`src/rtl/wwd_pkg.sv`:
```
package wwd_pkg;

  // Supervision phase of the window engine
  typedef enum logic [0:0] {
    WWD_ARMING = 1'b0,   // long initial timeout running
    WWD_WINDOW = 1'b1    // repeating closed/open window running
  } wwd_state_e;

  function automatic int wwd_max3(input int a, input int b, input int c);
    int m;
    m = (a > b) ? a : b;
    return (m > c) ? m : c;
  endfunction

endpackage

```
`src/rtl/wwd_trig_filter.sv`:
```
// Synchronizes the raw trigger, rejects pulses shorter than FILT_LEN
// samples and emits a one-cycle event on each qualified rising edge.
module wwd_trig_filter #(
  parameter int SYNC_STAGES = 2,
  parameter int FILT_LEN    = 4
) (
  input  logic clk,
  input  logic rst_n,
  input  logic raw_i,
  output logic trig_o
);

  localparam int FW = $clog2(FILT_LEN + 1);

  logic [SYNC_STAGES-1:0] sync_q;
  logic                   samp;
  logic [FW-1:0]          cnt_q, cnt_d;
  logic                   filt_q, filt_d;
  logic                   prev_q;
  logic                   cnt_en;

  generate
    if (SYNC_STAGES == 1) begin : g_sync_one
      always_ff @(posedge clk or negedge rst_n) begin
        if (!rst_n) sync_q <= '0;
        else        sync_q <= raw_i;
      end
    end else begin : g_sync_chain
      always_ff @(posedge clk or negedge rst_n) begin
        if (!rst_n) sync_q <= '0;
        else        sync_q <= {sync_q[SYNC_STAGES-2:0], raw_i};
      end
    end
  endgenerate

  assign samp = sync_q[SYNC_STAGES-1];

  // Stability counter: output follows only after FILT_LEN equal samples
  always_comb begin
    filt_d = filt_q;
    cnt_d  = '0;
    if (samp != filt_q) begin
      if (cnt_q == FW'(FILT_LEN - 1)) begin
        filt_d = samp;
        cnt_d  = '0;
      end else begin
        cnt_d  = cnt_q + FW'(1);
      end
    end
  end

  assign cnt_en = (cnt_d != cnt_q);

  always_ff @(posedge clk or negedge rst_n) begin
    if (!rst_n) begin
      cnt_q  <= '0;
      filt_q <= 1'b0;
      prev_q <= 1'b0;
    end else begin
      if (cnt_en) cnt_q <= cnt_d;
      filt_q <= filt_d;
      prev_q <= filt_q;
    end
  end

  assign trig_o = filt_q & ~prev_q;

  // A qualified edge lasts one cycle only
  assert_trig_single_R1: assert property (@(posedge clk) disable iff (!rst_n)
    trig_o |=> !trig_o);

  // The filtered level only ever moves toward the synchronized input
  assert_filt_follows_R1: assert property (@(posedge clk) disable iff (!rst_n)
    (filt_q != $past(filt_q)) |-> ($past(samp) == filt_q));

endmodule

```
`src/rtl/wwd_rearm_detect.sv`:
```
// Combines the mode-entry pulse and the active-mode reset-release rise
// into a single re-arm request for the window engine.
module wwd_rearm_detect (
  input  logic clk,
  input  logic rst_n,
  input  logic mode_enter_i,
  input  logic active_i,
  input  logic release_i,
  output logic rearm_o
);

  logic rel_q;
  logic rel_rise;

  always_ff @(posedge clk or negedge rst_n) begin
    if (!rst_n) rel_q <= 1'b0;
    else        rel_q <= release_i;
  end

  assign rel_rise = release_i & ~rel_q;
  assign rearm_o  = mode_enter_i | (active_i & rel_rise);

  // A held release level must not keep re-arming
  assert_release_once_R9: assert property (@(posedge clk) disable iff (!rst_n)
    (rearm_o && !mode_enter_i) |=> (!rearm_o || mode_enter_i || !release_i));

endmodule

```
`src/rtl/wwd_window_fsm.sv`:
```
// Initial timeout plus repeating closed/open window, failure pulse out.
module wwd_window_fsm
  import wwd_pkg::*;
#(
  parameter int INIT_CYC   = 200,
  parameter int WIN_CYC    = 80,
  parameter int WIN_SS_CYC = 88,
  parameter int CW         = 8
) (
  input  logic clk,
  input  logic rst_n,
  input  logic trig_i,
  input  logic rearm_i,
  input  logic ss_sel_i,
  output logic fail_o
);

  localparam int CLOSED_N = WIN_CYC / 4;
  localparam int CLOSED_S = WIN_SS_CYC / 4;
  localparam int WIN_MAX  = (WIN_CYC > WIN_SS_CYC) ? WIN_CYC : WIN_SS_CYC;

  wwd_state_e    state_q, state_d;
  logic [CW-1:0] cnt_q, cnt_d;
  logic          fail_q, fail_d;
  logic [CW-1:0] closed_len;
  logic [CW-1:0] win_last;

  always_comb begin
    closed_len = ss_sel_i ? CW'(CLOSED_S)       : CW'(CLOSED_N);
    win_last   = ss_sel_i ? CW'(WIN_SS_CYC - 1) : CW'(WIN_CYC - 1);
  end

  // Next-state logic
  always_comb begin
    state_d = state_q;
    cnt_d   = cnt_q + CW'(1);
    fail_d  = 1'b0;
    if (rearm_i) begin
      state_d = WWD_ARMING;
      cnt_d   = '0;
    end else begin
      unique case (state_q)
        WWD_ARMING: begin
          if (trig_i) begin
            state_d = WWD_WINDOW;
            cnt_d   = '0;
          end else if (cnt_q >= CW'(INIT_CYC - 1)) begin
            fail_d  = 1'b1;
            cnt_d   = '0;
          end
        end
        WWD_WINDOW: begin
          if (trig_i) begin
            cnt_d = '0;
            if (cnt_q < closed_len) begin
              fail_d  = 1'b1;
              state_d = WWD_ARMING;
            end
          end else if (cnt_q >= win_last) begin
            fail_d  = 1'b1;
            state_d = WWD_ARMING;
            cnt_d   = '0;
          end
        end
        default: begin
          state_d = WWD_ARMING;
          cnt_d   = '0;
        end
      endcase
    end
  end

  // State registers
  always_ff @(posedge clk or negedge rst_n) begin
    if (!rst_n) begin
      state_q <= WWD_ARMING;
      cnt_q   <= '0;
      fail_q  <= 1'b0;
    end else begin
      state_q <= state_d;
      cnt_q   <= cnt_d;
      fail_q  <= fail_d;
    end
  end

  assign fail_o = fail_q;

  assert_rearm_quiet_R8: assert property (@(posedge clk) disable iff (!rst_n)
    rearm_i |=> (!fail_o && state_q == WWD_ARMING && cnt_q == '0));

  assert_fail_single_R10: assert property (@(posedge clk) disable iff (!rst_n)
    fail_o |=> !fail_o);

  assert_fail_rearms_R2: assert property (@(posedge clk) disable iff (!rst_n)
    fail_o |-> (state_q == WWD_ARMING && cnt_q == '0));

  assert_early_fail_R4: assert property (@(posedge clk) disable iff (!rst_n)
    (state_q == WWD_WINDOW && trig_i && !rearm_i && cnt_q < closed_len) |=> fail_o);

  assert_open_ok_R5: assert property (@(posedge clk) disable iff (!rst_n)
    (state_q == WWD_WINDOW && trig_i && !rearm_i && cnt_q >= closed_len)
      |=> (!fail_o && state_q == WWD_WINDOW && cnt_q == '0));

  assert_win_bound_R6: assert property (@(posedge clk) disable iff (!rst_n)
    (state_q == WWD_WINDOW) |-> (cnt_q < CW'(WIN_MAX)));

endmodule

```
`src/rtl/wwd_window_watchdog.sv`:
```
// Window watchdog top: trigger filter, re-arm detection, window engine.
module wwd_window_watchdog
  import wwd_pkg::*;
#(
  parameter int SYNC_STAGES = 2,
  parameter int FILT_LEN    = 4,
  parameter int INIT_CYC    = 200,
  parameter int WIN_CYC     = 80,
  parameter int WIN_SS_CYC  = 88
) (
  input  logic clk,
  input  logic rst_n,
  input  logic trig_in,
  input  logic mode_enter,
  input  logic active_mode,
  input  logic release_lvl,
  input  logic ss_sel,
  output logic wd_fail
);

  localparam int CNT_MAX = wwd_max3(INIT_CYC, WIN_CYC, WIN_SS_CYC);
  localparam int CW      = $clog2(CNT_MAX + 1);

  logic trig_evt;
  logic rearm;

  wwd_trig_filter #(
    .SYNC_STAGES (SYNC_STAGES),
    .FILT_LEN    (FILT_LEN)
  ) u_filter (
    .clk    (clk),
    .rst_n  (rst_n),
    .raw_i  (trig_in),
    .trig_o (trig_evt)
  );

  wwd_rearm_detect u_rearm (
    .clk          (clk),
    .rst_n        (rst_n),
    .mode_enter_i (mode_enter),
    .active_i     (active_mode),
    .release_i    (release_lvl),
    .rearm_o      (rearm)
  );

  wwd_window_fsm #(
    .INIT_CYC   (INIT_CYC),
    .WIN_CYC    (WIN_CYC),
    .WIN_SS_CYC (WIN_SS_CYC),
    .CW         (CW)
  ) u_fsm (
    .clk      (clk),
    .rst_n    (rst_n),
    .trig_i   (trig_evt),
    .rearm_i  (rearm),
    .ss_sel_i (ss_sel),
    .fail_o   (wd_fail)
  );

endmodule

```
`config.mk`:
```
export PLATFORM = sky130hd
export DESIGN_NAME = wwd_window_watchdog
export DESIGN_NICKNAME = d
export VERILOG_FILES = /design/src/rtl/wwd_pkg.sv /design/src/rtl/wwd_trig_filter.sv /design/src/rtl/wwd_rearm_detect.sv /design/src/rtl/wwd_window_fsm.sv /design/src/rtl/wwd_window_watchdog.sv
export SDC_FILE = /design/constraint.sdc
export NUM_CORES = 1
export LEC_CHECK = 0
export BUFFER_PORTS_ARGS = -buffer_cell sky130_fd_sc_hd__buf_4
export CAP_MARGIN = 20
export CORE_UTILIZATION = 40
export DETAILED_ROUTE_END_ITERATION = 12
export GPL_TIMING_DRIVEN = 0
export SLEW_MARGIN = 20
export SYNTH_ARGS = -nofsm -noshare
export SYNTH_HDL_FRONTEND = slang
export SYNTH_SLANG_ARGS = --single-unit
```
`constraint.sdc`:
```
create_clock -name clk -period 2.9 [get_ports clk]
set_input_delay 0.29 -clock clk [delete_from_list [all_inputs] [get_ports clk]]
set_output_delay 0.29 -clock clk [all_outputs]
set_load 0.1 [all_outputs]
```
==> results.sh, run 1 <==
export IMPL_status="complete, no violations"
export IMPL_clock_path_buffers=2
export IMPL_critPathKind="flop to flop"
export IMPL_chipWidth_um=49.0
export IMPL_cts_root_buf="clkbuf_4"
export IMPL_crit_family="compound AO/OA/AOI/OAI gates"
export IMPL_clkPwrFrac_pct=23.1
export IMPL_grt_max_degree=19
export IMPL_via_per_inst=4.93
export IMPL_final_cells=112
export IMPL_ctsResizeCount=0
export IMPL_synthCells=73
export IMPL_num_io_pins=8
export IMPL_grt_usage_pct=13.8
export IMPL_die_h_um=49.0
export IMPL_syn_avg_cell_area_um2=12.1
export IMPL_ys_warn_count=0
export IMPL_yosysTopAreaCellShare_pct=51.0
export IMPL_clk_pin_slew_worst_paths_ps=100
export IMPL_final_setup_viol_count=0
export IMPL_firstDrtPassIters=2
export IMPL_drt_wl_total_um=1350
export IMPL_dp_cells=107
export IMPL_peakVddDrop_uv=338
export IMPL_drt_iter0_markers=2
export IMPL_holdBufCountCts=1
export IMPL_ys_ff_latch=18
export IMPL_grt_overflow_total=0
export IMPL_syn_area_um2=883
export IMPL_nFillCells=180
export IMPL_p_leak_uw=0.000453
export IMPL_cts_made_buffers=3
export IMPL_dieArea_mm2=0.00240
export IMPL_r2r_cells=5
export IMPL_fin_crit_sh_pct=57.0
export IMPL_num_nets_final=98
export IMPL_hpwl_um=984
export IMPL_internal_power_uw=449
export IMPL_vias=552
export IMPL_crit_slowest_cell="dfrtp_1"
export IMPL_syn_to_final_growth_pct=15.0
export IMPL_timing_hold_violations_final=0
export IMPL_min_path_cells=1
export IMPL_slew_violations=0
export IMPL_ys_types=25
export IMPL_worst_slew_pin_slew_ps=359
export IMPL_final_util_pct=50.2
export IMPL_grt_pass1_vias=571
export IMPL_critPathMaxFanout=5
export IMPL_core_rowCount=16
export IMPL_yosysTopAreaCell="dfrtp_1"
export IMPL_setup_tns_ps=0
export IMPL_core_mm2=0.00202
export IMPL_grt_pass1_wl_um=2510
export IMPL_p_comb_share_pct=26.5
export IMPL_cp_data_arrival_time_ps=1820
export IMPL_antenna_left=0
export IMPL_slew_headroom_pct=76.0
export IMPL_synth_yosys_seq_area_share_pct=51.0
export IMPL_finClkSkew_ps=2.68
export IMPL_wl_per_cell_um=12.0
export IMPL_cts_tree="done"
export IMPL_cts_htree_levels=1
export IMPL_antenna_found_initial=0
export IMPL_power_uw=647
export IMPL_cts_sinks=18
export IMPL_path_depth=5
export IMPL_mostFrequentLayoutCells="dfrtp_1, nor2_1, buf_4, xnor2_1, ha_1"
export IMPL_diodes=0
export IMPL_drive_gt1_share_pct=21.2
export IMPL_clock_fmax_ghz=0.605
export IMPL_switchingPower_uw=198
export IMPL_mostFrequentLayoutCell="dfrtp_1"
export IMPL_finalCriticalPeriod_ps=1650
export IMPL_swShare_pct=30.6
export IMPL_path_cells="ha_1, a211o_1, o21ai_2, a22oi_2, nor4b_4"
export IMPL_post_route_drc_count=0
export IMPL_p_per_area_mw_per_mm2=637
export IMPL_portBuffers=7
export IMPL_start_util_pct=43.7
export IMPL_hp_class="input pin to flop"
export IMPL_cpPeakStageDelay_ps=450
export IMPL_p_seq_share_pct=50.4
export IMPL_syn_nets=85
export IMPL_cp_end_kind="flop"
export IMPL_rsz0062_at_grt="no"
export IMPL_maxCapViolCount=0
export IMPL_critPathBufInv=0
export IMPL_cts_setup_buffers=0
export IMPL_clock_latency_ps=280
export IMPL_cp_data_required_time_ps=3070
export IMPL_synth_area_leaders="dfrtp_1, ha_1, xnor2_1"
export IMPL_place_congestion=0.784
export IMPL_start_kind="flop"
## final timing paths
| kind | from | endpoint | slack [ps] |
|---|---|---|---|
| max | u_fsm.cnt_q[4] | u_fsm.fail_o | 1250 |
| min | trig_in | u_filter.sync_q[0] | 110 |
| min in group asynchronous | rst_n | u_fsm.cnt_q[0] | 400 |
| min reg2reg | u_filter.sync_q[0] | u_filter.sync_q[1] | 370 |
| max in group asynchronous | rst_n | u_fsm.state_q | 2310 |
| max reg2reg | u_fsm.cnt_q[4] | u_fsm.fail_o | 1250 |
## cells in the mapped netlist (all sizes together)
master,count
a31oi,1
a211o,1
inv,3
o211ai,1
xor2,2
dfrtp,18
nor3,4
nor2b,2
nand3,4
a22oi,1
and3b,1
xnor2,5
nor4b,2
and4,1
o21ai,3
nor3b,3
a2111oi,1
a2111o,1
nor2,10
mux2,1
nand2,3
ha,5
## cell type report
cell class                      count  area, um^2  share of cell area [%]
Timing Repair Buffer                8        62.6                    6.16
Inverter                            3        11.3                    1.11
Tap cell                           27        33.8                    3.33
Clock buffer                        4        36.3                    3.57
Multi-Input combinational cell     52         422                    41.5
Sequential cell                    18         450                    44.3
## power by group through the flow
| stage | sequential [uW] | combinational (uW) | clock (uW) |
|---|---|---|---|
| floorplan | 339 | 123 | 0 |
| global placement | 331 | 170 | 0 |
| detailed placement | 332 | 172 | 0 |
| CTS | 326 | 175 | 157 |
| global route | 333 | 192 | 168 |
| finish | 326 | 172 | 149 |
## per-stage QoR
stage	area (um^2)	hold slack (ps)	setup WS, ps
final	1020	108	1250
after global routing	1020	84.3	1130
after CTS	1020	96.6	1240
after detailed placement	970	173	1260
after global placement	970	170	1280
after floorplan	883	-5.59	1360
## logic make-up (layout without fill, tap and decap cells)
| family | Yosys count | in the layout | synth area share (%) |
|---|---|---|---|
| flip-flops | 18 | 18 | 51.0 |
| multiplexers | 1 | 1 | 1.27 |
| AO/OA/AOI/OAI | 9 | 9 | 12.0 |
| adder cells (fa/ha/maj) | 5 | 5 | 7.08 |
| XOR/XNOR | 7 | 7 | 6.94 |
| AND/OR/NAND/NOR | 30 | 30 | 20.4 |
| buffers and inverters | 3 | 15 | 1.27 |
## registers in the layout, indices dropped and copies added, names as in the netlist
name	count
u_fsm.cnt_q	8
u_filter.prev_q	1
u_fsm.fail_o	1
u_filter.filt_q	1
u_fsm.state_q	1
u_filter.sync_q	2
u_rearm.rel_q	1
u_filter.cnt_q	3
## per-layer routing
| layer | vias to the layer above | track usage (%) | share of wire [%] |
|---|---|---|---|
| met3 | 2 | 1.87 | 1.6 |
| met4 | 0 | 7.35 | 1.0 |
| met5 | - | 0 | 0 |
| met1 | 267 | 19.5 | 53 |
| li1 | 280 | - | - |
| met2 | 3 | 20.6 | 45 |
(Power assumes the default switching activity.)
==> run 2, diff against run 1 <==
==> constraint.sdc (replaced) <==
create_clock -name clk -period 1.55 [get_ports clk]
set_input_delay 0.155 -clock clk [delete_from_list [all_inputs] [get_ports clk]]
set_output_delay 0.155 -clock clk [all_outputs]
set_load 0.1 [all_outputs]
==> run 2 against run 1 <==
  * The run now ends with negative setup slack left
  * Core utilization rose by 3.6 points
  * Fmax rose by 5.9%
  * First-iteration DRC count did not move
  * Clock power rose by 87%
  * Cell area rose by 7.1%
  * Global-route usage rose by 0.53 points
  * Wire length rose by 6.3%
  * Critical path type unchanged
  * Critical endpoint unchanged
==> results.sh, run 2 (same netlist as run 1, synthesis figures left out) <==
export IMPL_status="finished, violations left"
export IMPL_violations="negative setup slack"
export IMPL_post_route_drc_count=0
export IMPL_grt_usage_pct=14.4
export IMPL_critPathKind="flop to flop"
export IMPL_placed_area_um2=970
export IMPL_grt_pass1_wl_um=2640
export IMPL_reg_largest_list="u_fsm.cnt_q (8), u_filter.cnt_q (3), u_filter.sync_q (2)"
export IMPL_dieArea_mm2=0.00240
export IMPL_final_util_pct=53.8
export IMPL_power_uw=1250
export IMPL_wl_per_cell_um=12.1
export IMPL_nFillCells=176
export IMPL_diodes=0
export IMPL_setup_tns_ps=-10.6
export IMPL_final_setup_viol_count=1
export IMPL_fin_crit_sh_pct=101
export IMPL_antenna_found_initial=0
export IMPL_start_util_pct=43.7
export IMPL_cts_made_buffers=3
export IMPL_finalCriticalPeriod_ps=1560
export IMPL_cp_end_kind="flop"
export IMPL_chipWidth_um=49.0
export IMPL_critPathMaxFanout=2
export IMPL_mostFrequentLayoutCells="dfrtp_1, buf_4, nor2_1, xnor2_1, ha_1"
export IMPL_crit_slowest_cell="dfrtp_1"
export IMPL_cpPeakStageDelay_ps=400
export IMPL_p_leak_uw=0.000479
export IMPL_core_mm2=0.00202
export IMPL_worst_slew_pin_slew_ps=353
export IMPL_final_cells=118
export IMPL_antenna_left=0
export IMPL_vias=584
export IMPL_switchingPower_uw=386
export IMPL_timing_final_ws_setup_ps=-10.6
export IMPL_mostFrequentLayoutCell="dfrtp_1"
export IMPL_start_kind="flop"
export IMPL_drive_gt1_share_pct=30.8
export IMPL_grt_pass1_vias=618
export IMPL_rsz0062_at_grt="yes"
export IMPL_largest_reg_flops=8
export IMPL_hpwl_um=984
export IMPL_place_congestion=0.784
export IMPL_via_per_inst=4.95
export IMPL_drt_wl_total_um=1430
export IMPL_p_per_area_mw_per_mm2=1150
export IMPL_num_io_pins=8
export IMPL_cts_tree="done"
export IMPL_clkPwrFrac_pct=22.3
export IMPL_cp_data_arrival_time_ps=1730
export IMPL_top_register="u_fsm.cnt_q"
export IMPL_dp_cells=107
export IMPL_grt_max_degree=19
export IMPL_clock_fmax_ghz=0.641
export IMPL_seq_area_um2=452
export IMPL_clock_path_buffers=2
export IMPL_stdcell_area_mm2=0.00109
export IMPL_cts_htree_levels=1
export IMPL_slew_headroom_pct=76.4
export IMPL_peakVddDrop_uv=631
export IMPL_die_h_um=49.0
export IMPL_grt_overflow_total=0
export IMPL_swShare_pct=30.8
export IMPL_internal_power_uw=868
export IMPL_clk_pin_slew_worst_paths_ps=100
export IMPL_firstDrtPassIters=3
export IMPL_hp_class="input pin to flop"
export IMPL_p_seq_share_pct=47.7
export IMPL_maxCapViolCount=0
export IMPL_cp_data_required_time_ps=1720
export IMPL_finClkSkew_ps=4.89
export IMPL_core_rowCount=16
export IMPL_cts_root_buf="clkbuf_4"
export IMPL_syn_to_final_growth_pct=23.2
export IMPL_num_nets_final=104
export IMPL_drt_iter0_markers=2
export IMPL_p_comb_share_pct=30.0
export IMPL_cts_sinks=18
export IMPL_slew_violations=0
export IMPL_timing_hold_violations_final=0
export IMPL_multi_input_area_um2=443
export IMPL_clock_latency_ps=280
export IMPL_portBuffers=7
export IMPL_path_cells="ha_1, a211o_1, o21ai_2, a22oi_2, nor4b_4"
run 2: cell count changes in the layout (fill, tap and decap cells not counted):
cell	previous run	this run
a31oi_1	1	0
a31oi_2	0	1
buf_4	7	11
dfrtp_1	18	17
dfrtp_2	0	1
dlygate4sd3_1	1	3
nand3_1	4	3
nand3_2	0	1
nor2_1	10	8
nor2_2	0	2
nor3_1	4	3
nor3_2	0	1
run 2: repair_timing:
action                     CTS  global route
hold buffers                 3             0
cloned                       0             0
setup endpoints to repair   10            10
setup buffers                4             0
gates resized for setup      3             3
hold endpoints to repair    20             0
pin swaps                   10             3
run 2: metrics by stage:
step / setup WS (ps) / hold slack [ps]
finish: -10.6 / 77.1
global route: -72.6 / 58.0
CTS: 8.63 / 56.3
detailed placement: -87.2 / 38.0
global placement: -66.0 / 34.8
floorplan: 12.7 / -141
run 2: worst paths after layout:
check | cells past startpoint | slack [ps] | end | startpoint
worst max register to register | 5 | -10 | u_fsm.fail_o | u_fsm.cnt_q[4]
worst min register to register | 0 | 370 | u_filter.sync_q[1] | u_filter.sync_q[0]
worst max-delay path | 5 | -10 | u_fsm.fail_o | u_fsm.cnt_q[4]
min in group asynchronous | 2 | 260 | u_fsm.cnt_q[0] | rst_n
worst min-delay path | 2 | 80 | u_fsm.fail_o | mode_enter
max in group asynchronous | 2 | 1080 | u_fsm.cnt_q[3] | rst_n
run 2: cell type report:
| class | instances | area share [%] |
|---|---|---|
| clock buffers | 4 | 3.33 |
| flip-flops and latches | 18 | 41.5 |
| well taps | 27 | 3.10 |
| multi-input cells | 52 | 40.7 |
| inverters | 3 | 1.03 |
| repair buffers | 14 | 10.3 |
run 2: worst max-delay path, delay by kind of cell (launching register included):
kind,cells,cell delay [ps]
AO/OA/AOI/OAI,3,610
flip-flops,1,400
adder cells (fa/ha/maj),1,290
AND/OR/NAND/NOR,1,150
run 2: power by group through the flow:
stage | sequential [uW] | clock, uW | combinational, uW
after global placement | 619 | 0 | 317
after CTS | 600 | 294 | 368
after global routing | 611 | 315 | 417
final | 598 | 279 | 376
after detailed placement | 620 | 0 | 323
after floorplan | 634 | 0 | 231
run 2: layer usage:
| metal | global-route usage [%] | share of wire [%] | routed length (um) |
|---|---|---|---|
| met5 | 0 | 0 | 0 |
| met4 | 7.35 | 0.98 | 14 |
| met3 | 1.87 | 1.5 | 22 |
| met2 | 22.0 | 47 | 673 |
| met1 | 19.9 | 50 | 719 |
